**config.mk**
```make
export PLATFORM = sky130hd
export DESIGN_NAME = irpd_tx
export DESIGN_NICKNAME = d
export VERILOG_FILES = /design/src/rtl/irpd_pkg.sv /design/src/rtl/irpd_timer.sv /design/src/rtl/irpd_carrier.sv /design/src/rtl/irpd_seq.sv /design/src/rtl/irpd_tx.sv
export SDC_FILE = /design/constraint.sdc
export NUM_CORES = 1
export LEC_CHECK = 0
export ABC_CLOCK_PERIOD_IN_PS = 4600
export BUFFER_PORTS_ARGS = -buffer_cell sky130_fd_sc_hd__buf_4
export CAP_MARGIN = 20
export CORE_ASPECT_RATIO = 0.75
export CORE_UTILIZATION = 61
export DETAILED_ROUTE_END_ITERATION = 6
export GPL_ROUTABILITY_DRIVEN = 0
export GPL_TIMING_DRIVEN = 0
export PLACE_DENSITY = 0.92
export SLEW_MARGIN = 0
export SYNTH_ARGS = -nofsm -noshare
export SYNTH_HDL_FRONTEND = slang
export SYNTH_SLANG_ARGS = --single-unit
```
**constraint.sdc**
```tcl
create_clock -name clk -period 4.6 [get_ports clk]
set_input_delay 0.46 -clock clk [delete_from_list [all_inputs] [get_ports clk]]
set_output_delay 0.46 -clock clk [all_outputs]
set_load 0.02 [all_outputs]
```
**src/rtl/irpd_pkg.sv**
```systemverilog
package irpd_pkg;
  typedef enum logic [2:0] {
    ST_IDLE,
    ST_START,
    ST_GAP,
    ST_MARK,
    ST_SPACE
  } irpd_state_e;

  // Typical multiplier settings
  localparam int DEF_START_MUL = 4;
  localparam int DEF_GAP_MUL   = 1;
  localparam int DEF_MARK_MUL  = 1;
  localparam int DEF_SP0_MUL   = 1;
  localparam int DEF_SP1_MUL   = 2;
endpackage

```
**src/rtl/irpd_timer.sv**
```systemverilog
module irpd_timer #(
  parameter int BASE_W = 16,
  parameter int MUL_W  = 4
) (
  input  logic              clk,
  input  logic              rst_n,
  input  logic              load_i,
  input  logic [MUL_W-1:0]  units_i,
  input  logic [BASE_W-1:0] base_i,
  output logic              last_o
);
  localparam logic [BASE_W-1:0] B_ONE = BASE_W'(1);
  localparam logic [MUL_W-1:0]  U_ONE = MUL_W'(1);

  logic [BASE_W-1:0] bcnt_q, bcnt_d;
  logic [MUL_W-1:0]  ucnt_q, ucnt_d;

  assign last_o = (bcnt_q == '0) && (ucnt_q == '0);

  always_comb begin
    bcnt_d = bcnt_q;
    ucnt_d = ucnt_q;
    if (load_i) begin
      bcnt_d = base_i - B_ONE;
      ucnt_d = units_i - U_ONE;
    end else if (bcnt_q == '0) begin
      if (ucnt_q != '0) begin
        ucnt_d = ucnt_q - U_ONE;
        bcnt_d = base_i - B_ONE;
      end
    end else begin
      bcnt_d = bcnt_q - B_ONE;
    end
  end

  always_ff @(posedge clk or negedge rst_n) begin
    if (!rst_n) begin
      bcnt_q <= '0;
      ucnt_q <= '0;
    end else begin
      bcnt_q <= bcnt_d;
      ucnt_q <= ucnt_d;
    end
  end

  AST_TMR_COUNTDOWN: assert property (@(posedge clk) disable iff (!rst_n)
    (!load_i && !last_o) |=> (ucnt_q <= $past(ucnt_q)));
endmodule

```
**src/rtl/irpd_carrier.sv**
```systemverilog
module irpd_carrier #(
  parameter int CAR_W = 12
) (
  input  logic             clk,
  input  logic             rst_n,
  input  logic             restart_i,
  input  logic [CAR_W-1:0] period_i,
  input  logic [CAR_W-1:0] high_i,
  output logic             car_o
);
  localparam logic [CAR_W-1:0] C_ONE = CAR_W'(1);

  logic [CAR_W-1:0] cnt_q, cnt_d;

  assign car_o = (cnt_q < high_i);

  always_comb begin
    if (restart_i || (cnt_q >= period_i - C_ONE)) cnt_d = '0;
    else                                          cnt_d = cnt_q + C_ONE;
  end

  always_ff @(posedge clk or negedge rst_n) begin
    if (!rst_n) cnt_q <= '0;
    else        cnt_q <= cnt_d;
  end

  AST_CAR_PHASE_START: assert property (@(posedge clk) disable iff (!rst_n)
    (restart_i && high_i != '0) |=> car_o);
endmodule

```
**src/rtl/irpd_seq.sv**
```systemverilog
module irpd_seq
  import irpd_pkg::*;
#(
  parameter int NBITS = 24,
  parameter int MUL_W = 4
) (
  input  logic             clk,
  input  logic             rst_n,
  input  logic             start_i,
  input  logic [NBITS-1:0] frame_i,
  input  logic [MUL_W-1:0] start_mul_i,
  input  logic [MUL_W-1:0] gap_mul_i,
  input  logic [MUL_W-1:0] mark_mul_i,
  input  logic [MUL_W-1:0] sp0_mul_i,
  input  logic [MUL_W-1:0] sp1_mul_i,
  input  logic             tmr_last_i,
  output logic             tmr_load_o,
  output logic [MUL_W-1:0] tmr_units_o,
  output logic             car_restart_o,
  output logic             env_o,
  output logic             busy_o,
  output logic             done_o
);
  localparam int BIDX_W = $clog2(NBITS + 1);
  localparam logic [BIDX_W-1:0] LAST_IDX = BIDX_W'(NBITS);
  localparam logic [BIDX_W-1:0] I_ONE    = BIDX_W'(1);

  irpd_state_e       state_q, state_d;
  logic [NBITS-1:0]  sh_q, sh_d;
  logic [BIDX_W-1:0] bidx_q, bidx_d;
  logic              done_q, done_d;

  always_comb begin
    state_d       = state_q;
    sh_d          = sh_q;
    bidx_d        = bidx_q;
    done_d        = 1'b0;
    tmr_load_o    = 1'b0;
    tmr_units_o   = '0;
    car_restart_o = 1'b0;
    case (state_q)
      ST_IDLE: if (start_i) begin
        state_d       = ST_START;
        sh_d          = frame_i;
        bidx_d        = '0;
        tmr_load_o    = 1'b1;
        tmr_units_o   = start_mul_i;
        car_restart_o = 1'b1;
      end
      ST_START: if (tmr_last_i) begin
        tmr_load_o = 1'b1;
        if (gap_mul_i == '0) begin
          state_d     = ST_MARK;
          tmr_units_o = mark_mul_i;
        end else begin
          state_d     = ST_GAP;
          tmr_units_o = gap_mul_i;
        end
      end
      ST_GAP: if (tmr_last_i) begin
        state_d     = ST_MARK;
        tmr_load_o  = 1'b1;
        tmr_units_o = mark_mul_i;
      end
      ST_MARK: if (tmr_last_i) begin
        if (bidx_q == LAST_IDX) begin
          state_d = ST_IDLE;
          done_d  = 1'b1;
        end else begin
          state_d     = ST_SPACE;
          tmr_load_o  = 1'b1;
          tmr_units_o = sh_q[NBITS-1] ? sp1_mul_i : sp0_mul_i;
        end
      end
      ST_SPACE: if (tmr_last_i) begin
        state_d     = ST_MARK;
        sh_d        = {sh_q[NBITS-2:0], 1'b0};
        bidx_d      = bidx_q + I_ONE;
        tmr_load_o  = 1'b1;
        tmr_units_o = mark_mul_i;
      end
      default: state_d = ST_IDLE;
    endcase
  end

  always_ff @(posedge clk or negedge rst_n) begin
    if (!rst_n) begin
      state_q <= ST_IDLE;
      sh_q    <= '0;
      bidx_q  <= '0;
      done_q  <= 1'b0;
    end else begin
      state_q <= state_d;
      sh_q    <= sh_d;
      bidx_q  <= bidx_d;
      done_q  <= done_d;
    end
  end

  assign env_o  = (state_q == ST_START) || (state_q == ST_MARK);
  assign busy_o = (state_q != ST_IDLE);
  assign done_o = done_q;

  AST_BUSY_NO_RESTART: assert property (@(posedge clk) disable iff (!rst_n)
    (start_i && busy_o && state_q != ST_START) |=> (state_q != ST_START));
  AST_GAP_SKIPPED: assert property (@(posedge clk) disable iff (!rst_n)
    (state_q == ST_START && tmr_last_i && gap_mul_i == '0) |=> (state_q == ST_MARK));
  AST_DONE_ONE_CYCLE: assert property (@(posedge clk) disable iff (!rst_n)
    done_o |=> !done_o);
  AST_DONE_AFTER_MARK: assert property (@(posedge clk) disable iff (!rst_n)
    done_o |-> ($past(state_q) == ST_MARK && !busy_o));
endmodule

```
**src/rtl/irpd_tx.sv**
```systemverilog
module irpd_tx #(
  parameter int NBITS  = 24,
  parameter int BASE_W = 16,
  parameter int MUL_W  = 4,
  parameter int CAR_W  = 12
) (
  input  logic              clk,
  input  logic              rst_n,
  input  logic              start_i,
  input  logic [NBITS-1:0]  frame_i,
  input  logic [BASE_W-1:0] base_cyc_i,
  input  logic [MUL_W-1:0]  start_mul_i,
  input  logic [MUL_W-1:0]  gap_mul_i,
  input  logic [MUL_W-1:0]  mark_mul_i,
  input  logic [MUL_W-1:0]  sp0_mul_i,
  input  logic [MUL_W-1:0]  sp1_mul_i,
  input  logic [CAR_W-1:0]  car_period_i,
  input  logic [CAR_W-1:0]  car_high_i,
  output logic              led_o,
  output logic              busy_o,
  output logic              done_o
);
  // Reset: asserted asynchronously, released on a clock edge
  logic [1:0] rst_sync_q;
  logic       rst_int_n;

  always_ff @(posedge clk or negedge rst_n) begin
    if (!rst_n) rst_sync_q <= 2'b00;
    else        rst_sync_q <= {rst_sync_q[0], 1'b1};
  end
  assign rst_int_n = rst_sync_q[1];

  logic             tmr_load, tmr_last, car_restart, env, car;
  logic [MUL_W-1:0] tmr_units;

  irpd_seq #(.NBITS(NBITS), .MUL_W(MUL_W)) i_seq (
    .clk           (clk),
    .rst_n         (rst_int_n),
    .start_i       (start_i),
    .frame_i       (frame_i),
    .start_mul_i   (start_mul_i),
    .gap_mul_i     (gap_mul_i),
    .mark_mul_i    (mark_mul_i),
    .sp0_mul_i     (sp0_mul_i),
    .sp1_mul_i     (sp1_mul_i),
    .tmr_last_i    (tmr_last),
    .tmr_load_o    (tmr_load),
    .tmr_units_o   (tmr_units),
    .car_restart_o (car_restart),
    .env_o         (env),
    .busy_o        (busy_o),
    .done_o        (done_o)
  );

  irpd_timer #(.BASE_W(BASE_W), .MUL_W(MUL_W)) i_timer (
    .clk     (clk),
    .rst_n   (rst_int_n),
    .load_i  (tmr_load),
    .units_i (tmr_units),
    .base_i  (base_cyc_i),
    .last_o  (tmr_last)
  );

  irpd_carrier #(.CAR_W(CAR_W)) i_carrier (
    .clk       (clk),
    .rst_n     (rst_int_n),
    .restart_i (car_restart),
    .period_i  (car_period_i),
    .high_i    (car_high_i),
    .car_o     (car)
  );

  assign led_o = env & car;

  AST_LED_DARK_IDLE: assert property (@(posedge clk) disable iff (!rst_int_n)
    !busy_o |-> !led_o);
endmodule

```
[After elaboration in Yosys (flattened, before gate mapping)]
Cells that the tools add are included.
Word-level totals
  latch bits: 0
  bits of input ports: 87
  register bits: 67
  memories kept: 0
  bits in writable memories: 0
  memory bits (read-only): 0
  output and inout port bits: 3
  logic and storage cells: 83
Operators by class
  shift operators: 0
  $mul: 0
  bitwise operators: 1
  reductions and logical operators: 17
  order comparisons: 2
  equal/unequal tests: 11
  $add $sub $neg: 7
  divide/modulo/power cells: 0
  muxes and demuxes: 37
Operator list (number)
  16-bit 2-to-1 mux: 3
  24-bit 2-to-1 mux: 2
  24-bit case mux with 2 select lines: 1
  4-bit 2-to-1 mux: 10
  16-bit by 1-bit subtractor with 16-bit output, second input constant: 2
  16-bit zero test: 1
  4-bit case mux with 4 select lines: 1
  3-bit 2-to-1 mux: 5
  12-bit by 1-bit adder with 12-bit output, second input constant: 1
  12-bit greater-or-equal comparator: 1
  12-bit < comparator: 1
  12-bit 2-to-1 mux: 1
  3-bit case mux with 4 select lines: 1
  12-bit by 1-bit subtractor with 12-bit output, second input constant: 1
  5-bit 2-to-1 mux: 2
  5-bit case mux with 2 select lines: 1
  1-bit 2-to-1 mux: 9
  4-bit zero test: 2
  2-bit by 1-bit inequality test with 1-bit output, second input constant: 4
  4-bit by 1-bit subtractor with 4-bit output, second input constant: 2
  3-bit by 2-bit equality test with 1-bit output, second input constant: 2
  2-bit nonzero test: 3
  5-bit by 1-bit adder with 5-bit output, second input constant: 1
  5-bit equality test, second input constant: 1
  16 further kinds: 17

[Longest topological paths before layout]
Gate-level depths: netlist of run 1.
  depth after elaboration: 6
  mapped depth: 13
  gate-level depth less buffers: 12

[By module]
Synthesis of run 1 repeated with hierarchy kept, for this count alone.
Second synthesis, totals
  cells, all modules: 498
  area, all modules: 4933.5 sq um
Modules (own cells, without submodules)
  irpd_seq: cells an instance 177, times used 1, sequential area each 825.8 sq um, area each 2075.7 sq um
  irpd_timer: cells an instance 171, times used 1, sequential area each 500.5 sq um, area each 1550.2 sq um
  irpd_carrier: cells an instance 146, times used 1, sequential area each 300.3 sq um, area each 1247.4 sq um
  irpd_tx: cells an instance 4, times used 1, sequential area each 50.0 sq um, area each 60.1 sq um

[Least setup slack after synthesis of run 1]
OpenSTA, ideal clock, no wires.
  path type: input port to flip-flop
  start: input port car_period_i[9]
  end: register i_carrier.cnt_q[10]
  arrival: 2526 ps
  buffers on the path: 1
  slack: 2001 ps
  required time: 4528 ps
  cell stages on the path: 11
  setup time: 72 ps
  cells stage by stage: or4_1 -> nor3_1 -> xnor2_1 -> ha_1 -> a21oi_1 -> nand2_1 -> nor3_1 -> o211ai_1 -> and2_1 -> clkbuf_1 -> nor2_1
Between the ends
  cells in the longest elaborated chain, start to end: 4
RTL lines
  from (decl): RTL line irpd_tx.sv:17  | input logic [CAR_W-1:0] car_period_i,
  12-bit by 1-bit subtractor with 12-bit output: RTL line irpd_carrier.sv:18  | if (restart_i || (cnt_q >= period_i - C_ONE)) cnt_d = '0;
  12-bit greater-or-equal comparator: RTL line irpd_carrier.sv:18
  1-bit logical OR: RTL line irpd_carrier.sv:18
  12-bit 2-to-1 mux: RTL line irpd_carrier.sv:18
  net i_carrier.cnt_d[10]: RTL line irpd_carrier.sv:13  | logic [CAR_W-1:0] cnt_q, cnt_d;
  to (signal assigned): RTL line irpd_carrier.sv:24  | else cnt_q <= cnt_d;
  to (decl): RTL line irpd_carrier.sv:13
The timed path passes the listed nets, and every way through them passes these cells.
A chain may end at the register's enable or synchronous reset.

[Worst setup path after layout of run 1]
  start: register i_timer.bcnt_q[0]
  end: register i_timer.bcnt_q[13]
Between the ends
  cells in the longest elaborated chain, start to end: 5
  elaborated cells between the ends (all ways): 9
  classes of those cells: add/sub: 1; eq/ne: 1; mux: 5; reduce/logical: 2
RTL lines
  from (decl): RTL line irpd_timer.sv:15  | logic [BASE_W-1:0] bcnt_q, bcnt_d;
  from (signal assigned): RTL line irpd_timer.sv:41  | bcnt_q <= bcnt_d;
  branches (longest 5 deep; another with 16-bit by 1-bit subtractor with 16-bit output)
Parallel ways; which one is timed is not known.

==> results.md, run 1 <==
- Gate Count Post-Synth: 516
- Setup TNS: 0 ns
- Synth Area in Simple Gates: 0.204
- Status: completed
- Yosys warnings: 0
- Worst slack at placement: 1.57 ns
- Most repeated cell in the gate-level netlist after synthesis: sky130_fd_sc_hd__nor2_1
- DIE HEIGHT: 77.3 um
- Cell at the root of the clock tree: sky130_fd_sc_hd__clkbuf_8
- CP startpoint: i_timer.bcnt_q[0]
- Sequential element share of the synthesized area: 0.363
- Data arrival time of the worst path: 3.14 ns
- Routed length per instance: 15.0 um
- Static Leak: 2.53 nW
- Dominant register cell in the synthesized netlist: sky130_fd_sc_hd__dfrtp_1
- Initial antenna violation count: 0
- DR pass1 iterations: 5
- Worst-Skew Late Latency: 0.35 ns
- Cell with the largest stage delay on the worst path: sky130_fd_sc_hd__or4b_1
- Post-synthesis adder-cell area fraction: 0.0813
- Synth top area cells: sky130_fd_sc_hd__dfrtp_1 36%, sky130_fd_sc_hd__ha_1 8.1%, sky130_fd_sc_hd__nor2_1 6.0%, sky130_fd_sc_hd__mux2i_1 5.6%, sky130_fd_sc_hd__xnor2_1 4.2%
- Count of flip-flops with a built-in enable after synthesis: 0
- Syn avg cell area: 8.95 um^2
- Final count of hold timing violations: 0
- Routed Antenna Nets: 0
- Vias in the first global route: 4098
- Library cell with the largest summed area after synthesis: sky130_fd_sc_hd__dfrtp_1
- Number of H-tree levels: 3
- Power per cell area: 295 nW/um^2
- Critical path class: register to register
- Effective utilization at floorplan: 0.630
- Worst path cell trace: inv_1, ha_1, or4b_1, buf_2, nor3_2, nand2_1, nand2_1, clkbuf_1, o21ai_0, o21ai_0
- Dominant combinational cell family by area after synthesis: simple AND/OR/NAND/NOR gates
- Mux contribution to synthesized area: 0.0710
- Post-detailed-placement half-perimeter wirelength: 8500 um
- Total wirelength of the detailed-routed design: 10900 um
- Share of layout cells above drive strength 1: 0.218
- #FFs+latches synth: 67
- Port-buffer cells: 89
- Area growth, synth to finish: 21.5%
- Required time at the worst-slack endpoint: 4.84 ns
- Maximum VDD drop: 0.000189 V
- Xor/xnor share of the synthesized area: 0.0835
- GRT Total Usage: 0.299
- Max Clock Skew: 0.0118 ns
- Placement Cell Area: 5430 um^2
- Nets in the synthesized netlist: 633
- Post-synthesis instance area: 4620 um^2
- Maximum operating frequency: 345 MHz
- Kind of start point of the critical path: register
- Post-synthesis async set-or-reset flop share: 1.00
- Area of the multi-input gates: 2720 um^2
- Unrepaired setup endpoints after global routing: no
- Fin area: 5610 um^2
- Nets@finish: 735
- Die area: 7920 um^2
- Filler Cell Count: 519
- Number of DRC violations after detailed routing: 0
- Yosys top cell area share: 0.363
- Wire length of the first global-routing pass: 18600 um
- Remaining max-slew budget at the tightest pin: 0.462
- Max-Cap Viols: 0
- Critical Path Max Stage Delay: 0.46 ns
- Final setup margin: 1.71 ns
- Tmin final: 2.89 ns
- Global route total overflow: 0
- Setup bufs post-CTS: 0
- Number of distinct library cells after synthesis: 62
- Total of endpoints with negative setup slack in the final report: 0
- I/O pin total: 90
- FF-to-FF Start: i_timer.bcnt_q[0]
- Worst Hold Class: register to asynchronous set/reset pin
- 1st-iter DRT viols: 240
- Pin count of the biggest net entering global routing: 41
- Die W: 102 um
- Final clock period utilization by the worst path: 0.629
- Critical path fanouts, max: 10
- Longest Clk Path Bufs: 2
- Cell types with the highest counts after synthesis: 74 x sky130_fd_sc_hd__nor2_1, 67 x sky130_fd_sc_hd__dfrtp_1, 30 x sky130_fd_sc_hd__a21oi_1, 30 x sky130_fd_sc_hd__ha_1, 30 x sky130_fd_sc_hd__nand2_1
- Slack of the worst reg-to-reg path: 1.71 ns
- Worst Hold Slack: 0.276 ns
- Clock slew at reported path FFs: 0.08 ns
- FF/Latch Area: 1680 um^2
- Compound-gate portion of the synthesized area: 0.147
- Core Area: 7330 um^2
- Critical path endpoint category: register
- Post-DR vias/cell: 5.78
- Final-report max-slew violation count: 0
- Sinks on the clock net: 67
- Number of buffers created by CTS: 9
- Reg2Reg Depth: 10
- Antenna cell count: 0
- Termination of the worst setup path: i_timer.bcnt_q[13]
- Number of core rows: 27
- Worst r2r dst: i_timer.bcnt_q[13]
- Number of vias in the routed layout: 4183
- End-of-flow core utilization: 0.765
- CTS tree: yes
- Worst Tran Pin Value: 0.802 ns
where the power goes:
group | switching (W) | internal [W] | total [W]
combinational | 0.000206 | 0.000229 | 0.000435
sequential | 0.000118 | 0.000684 | 0.000801
clock | 0.000226 | 0.000196 | 0.000422
total | 0.000549 | 0.00111 | 0.00166
flip-flops by register name, indices dropped and copies added, names as in the netlist:
name,cells
i_timer.ucnt_q,4
i_seq.done_o,1
i_timer.bcnt_q,16
i_seq.bidx_q,5
rst_sync_q,2
i_carrier.cnt_q,12
i_seq.sh_q,24
i_seq.state_q,3
layout make-up:
class                   count  share of cell area
clock inverters             6             0.00736
inverters                  29              0.0194
repair buffers             91               0.124
clock buffers              10              0.0227
flip-flops and latches     67               0.299
well taps                 101              0.0225
plain buffers              20              0.0207
multi-input cells         400               0.484
how the worst min path moves through the flow:
stage | cells past startpoint | endpoint | slack (ns)
after CTS | 0 | i_seq.sh_q[15] | 0.30
after detailed placement | 1 | rst_sync_q[0] | 0.24
final | 0 | i_seq.sh_q[15] | 0.28
after floorplan | 0 | rst_sync_q[0] | 0.16
after global routing | 3 | i_seq.sh_q[0] | 0.31
after global placement | 1 | rst_sync_q[0] | 0.24
per-stage QoR:
stage	instances	total power [W]
2_1_floorplan	516	0.00107
3_3_place_gp	706	0.00120
3_5_place_dp	707	0.00124
5_1_grt	724	0.00178
6_report	724	0.00166
4_1_cts	724	0.00166
critical path, delay by kind of cell (launching register included):
family | cells | cell delay (ns)
DFF | 1 | 0.41
and+or+nand+nor | 4 | 1.07
adders and majority gates | 1 | 0.20
buffers and inverters | 3 | 0.67
AOI/OAI and AO/OA | 2 | 0.44
layer usage:
metal / share of wire / GRT usage / up-vias
li1: - / - / 2034
met1: 0.44 / 0.401 / 1969
met2: 0.48 / 0.482 / 167
met3: 0.078 / 0.0856 / 13
met4: 0.0091 / 0.0571 / 0
met5: 0 / 0 / -
cell usage in the layout (no fill, tap or decap), types with 5 or more instances in the layout:
master,instances
sky130_fd_sc_hd__nand3_1,12
sky130_fd_sc_hd__or3_1,5
sky130_fd_sc_hd__nand2_1,30
sky130_fd_sc_hd__xnor2_1,22
sky130_fd_sc_hd__ha_1,30
sky130_fd_sc_hd__clkbuf_1,11
sky130_fd_sc_hd__inv_1,29
sky130_fd_sc_hd__nor3_1,20
sky130_fd_sc_hd__or4_1,5
sky130_fd_sc_hd__o21ai_0,29
sky130_fd_sc_hd__nor2_1,74
sky130_fd_sc_hd__mux2i_1,26
sky130_fd_sc_hd__nor4_1,10
sky130_fd_sc_hd__clkbuf_8,9
sky130_fd_sc_hd__mux2_2,6
sky130_fd_sc_hd__xor2_1,22
sky130_fd_sc_hd__a21oi_2,6
sky130_fd_sc_hd__a211oi_1,6
sky130_fd_sc_hd__a21oi_1,30
sky130_fd_sc_hd__buf_4,91
sky130_fd_sc_hd__dfrtp_1,66
repair_timing:
action / 4_1_cts / 5_1_grt
gates resized for setup: 0 / 0
hold buffers: 1 / 0
hold endpoints to repair: 2 / 0
cell families after synthesis:
family          count (synthesis)
flops                          67
xor+xnor                       44
simple gates                  186
other cells                     1
buf+inv                        49
mux                            32
fa+ha+maj                      30
compound gates                107
(Power assumes the default switching activity.)
==> run 2: changes to the inputs <==
- ABC_CLOCK_PERIOD_IN_PS: 4600 -> 2400
- CORE_UTILIZATION: 61 -> 51
- PLACE_DENSITY: 0.92 -> 0.83
- clock period: 4.6 -> 2.4 ns (I/O delays scaled with it)
==> results.md, run 2 (synthesized netlist as in run 1, its figures left out) <==
- Top flop regs: i_seq.sh_q: 24 flops, i_timer.bcnt_q: 16 flops, i_carrier.cnt_q: 12 flops
- Number of vias in the routed layout: 4548
- Core Area: 8640 um^2
- Most common cell after layout, fill and taps aside: sky130_fd_sc_hd__buf_4
- Worst min-delay path endpoint: i_seq.sh_q[0]
- Share of layout cells above drive strength 1: 0.370
- Wire length of the first global-routing pass: 21700 um
- Critical path endpoint category: register
- Total of endpoints with negative setup slack in the final report: 48
- Effective utilization at floorplan: 0.535
- Antenna cell count: 0
- Max-Cap Viols: 0
- DIE HEIGHT: 84.4 um
- Status: finished with violations
- Unrepaired setup endpoints after global routing: yes
- Worst r2r dst: i_timer.ucnt_q[3]
- Most used cells in the layout excluding fill and tap cells: 105 x sky130_fd_sc_hd__buf_4, 66 x sky130_fd_sc_hd__dfrtp_1, 57 x sky130_fd_sc_hd__nor2_1
- Worst Tran Pin Value: 1.09 ns
- Critical path fanouts, max: 7
- Worst hold stages: 3
- Sequential share of power: 0.381
- Proportion of power drawn by the clock network: 0.368
- I/O pin total: 90
- Tmin final: 2.59 ns
- Number of buffers created by CTS: 9
- Maximum VDD drop: 0.000381 V
- Power per cell area: 628 nW/um^2
- Slack of the worst reg-to-reg path: -0.19 ns
- Setup TNS: -5.11 ns
- Post-DR vias/cell: 5.99
- Combinational group share of total power: 0.251
- Die area: 9440 um^2
- Area growth, synth to finish: 42.8%
- Worst slack at placement: -0.451 ns
- Max FFs per register: 24
- FF-to-FF Start: i_timer.ucnt_q[3]
- Worst Hold Slack: 0.153 ns
- Max Clock Skew: 0.00622 ns
- Final count of hold timing violations: 0
- Worst Hold Class: primary input to register
- Clock slew at reported path FFs: 0.06 ns
- Final clock period utilization by the worst path: 1.08
- Die W: 112 um
- Pin count of the biggest net entering global routing: 66
- Remaining max-slew budget at the tightest pin: 0.265
- Routed length per instance: 18.7 um
- Placed cell count: 713
- Required time at the worst-slack endpoint: 2.65 ns
- Data arrival time of the worst path: 2.83 ns
- DR pass1 iterations: 7
- Nets@finish: 763
- Startpoint of the most critical hold path: frame_i[0]
- Routed Antenna Nets: 0
- Net switching fraction of the power: 0.306
- CTS tree: yes
- Violated checks: design-rule violations, negative setup slack
- Final-report max-slew violation count: 0
- 1st-iter DRT viols: 295
- Worst-Skew Late Latency: 0.34 ns
- Total wirelength of the detailed-routed design: 14200 um
- Critical path class: register to register
- Initial antenna violation count: 0
- Static Leak: 2.91 nW
- Final standard cell count with taps included and fillers excluded: 759
- Number of DRC violations after detailed routing: 3
- Vias in the first global route: 4484
- Cell at the root of the clock tree: sky130_fd_sc_hd__clkbuf_16
- Port-buffer cells: 89
- Post-detailed-placement half-perimeter wirelength: 8580 um
- Number of core rows: 29
- Final setup margin: -0.189 ns
- Reg2Reg Depth: 7
- Cell Int Power: 0.00288 W
- Switch Pwr: 0.00127 W
- Number of H-tree levels: 3
- Maximum operating frequency: 386 MHz
- Longest Clk Path Bufs: 2
- GRT Total Usage: 0.291
- Kind of start point of the critical path: register
- Register name with the most flops: i_seq.sh_q
- Global route total overflow: 0
- Sinks on the clock net: 67
[run 2: changes by cell type in the layout (fill, tap and decap cells not counted), moves of 6 or more]
cell                        previous run  this run
sky130_fd_sc_hd__nor2_2                0        10
sky130_fd_sc_hd__clkbuf_1             11         2
sky130_fd_sc_hd__nor2_1               74        57
sky130_fd_sc_hd__o21ai_0              29        15
sky130_fd_sc_hd__buf_6                 4        10
sky130_fd_sc_hd__clkbuf_16             0        11
sky130_fd_sc_hd__o21ai_1               1        10
sky130_fd_sc_hd__buf_4                91       105
sky130_fd_sc_hd__a21oi_2               6        27
sky130_fd_sc_hd__a21oi_1              30         9
sky130_fd_sc_hd__nor2_4                0         7
sky130_fd_sc_hd__clkbuf_8              9         0
[run 2: repair_timing]
action,CTS,global route
hold buffers,1,0
resized for setup,61,52
pin swaps,13,10
endpoints found under the hold margin,2,0
endpoints found under the setup margin,61,61
gates cloned,4,2
buffers inserted,19,11
[run 2: critical path, cell delays in order (launching register included)]
cell and delay [ns]:
sky130_fd_sc_hd__dfrtp_1 0.41, sky130_fd_sc_hd__nor4_2 0.96, sky130_fd_sc_hd__nand3_4 0.26, sky130_fd_sc_hd__o21ai_4 0.27, sky130_fd_sc_hd__buf_6 0.14, sky130_fd_sc_hd__o21ai_1 0.06, sky130_fd_sc_hd__or3_1 0.32, sky130_fd_sc_hd__o221ai_1 0.08
[run 2: how the worst max path moves through the flow]
| stage | to | cells past startpoint | start |
|---|---|---|---|
| after floorplan | i_timer.bcnt_q[12] | 9 | i_timer.bcnt_q[0] |
| after global placement | i_seq.sh_q[6] | 0 | rst_sync_q[1] |
| after detailed placement | i_carrier.cnt_q[8] | 12 | car_period_i[5] |
| final | i_timer.ucnt_q[3] | 7 | i_timer.ucnt_q[3] |
| after global routing | i_timer.bcnt_q[14] | 10 | i_timer.bcnt_q[0] |
| after CTS | i_seq.bidx_q[0] | 12 | i_timer.bcnt_q[0] |
[run 2: routing by layer]
layer	GRT usage	vias to the layer above	routed length, um
met5	0	-	0
met4	0.114	0	476
li1	-	2089	-
met3	0.0606	49	881
met2	0.492	203	6990
met1	0.365	2207	5850
[run 2: power groups by stage]
| stage | combinational, W | sequential, W | clock (W) |
|---|---|---|---|
| 2_1_floorplan | 0.000579 | 0.00150 | 0 |
| 3_3_place_gp | 0.000776 | 0.00155 | 0 |
| 3_5_place_dp | 0.000819 | 0.00157 | 0 |
| 4_1_cts | 0.000925 | 0.00156 | 0.00154 |
| 5_1_grt | 0.00115 | 0.00160 | 0.00159 |
| 6_report | 0.00104 | 0.00158 | 0.00153 |
[run 2: area by class of cell]
cell class                      count  area [um^2]
Multi-Input combinational cell    400         3060
Buffer                             16          161
Clock inverter                      7          116
Sequential cell                    67         1680
Tap cell                          108          135
Fill cell                         564         2040
Timing Repair Buffer              123         1100
Inverter                           29          109
Clock buffer                        9          225
[run 2: metrics by stage]
stage                     total power, W  cell area (um^2)  utilization
after floorplan                  0.00207              4750            -
after global placement           0.00233              5550        0.643
after detailed placement         0.00239              5550        0.643
after CTS                        0.00402              6350        0.735
after global routing             0.00435              6590        0.763
final                            0.00414              6590        0.763
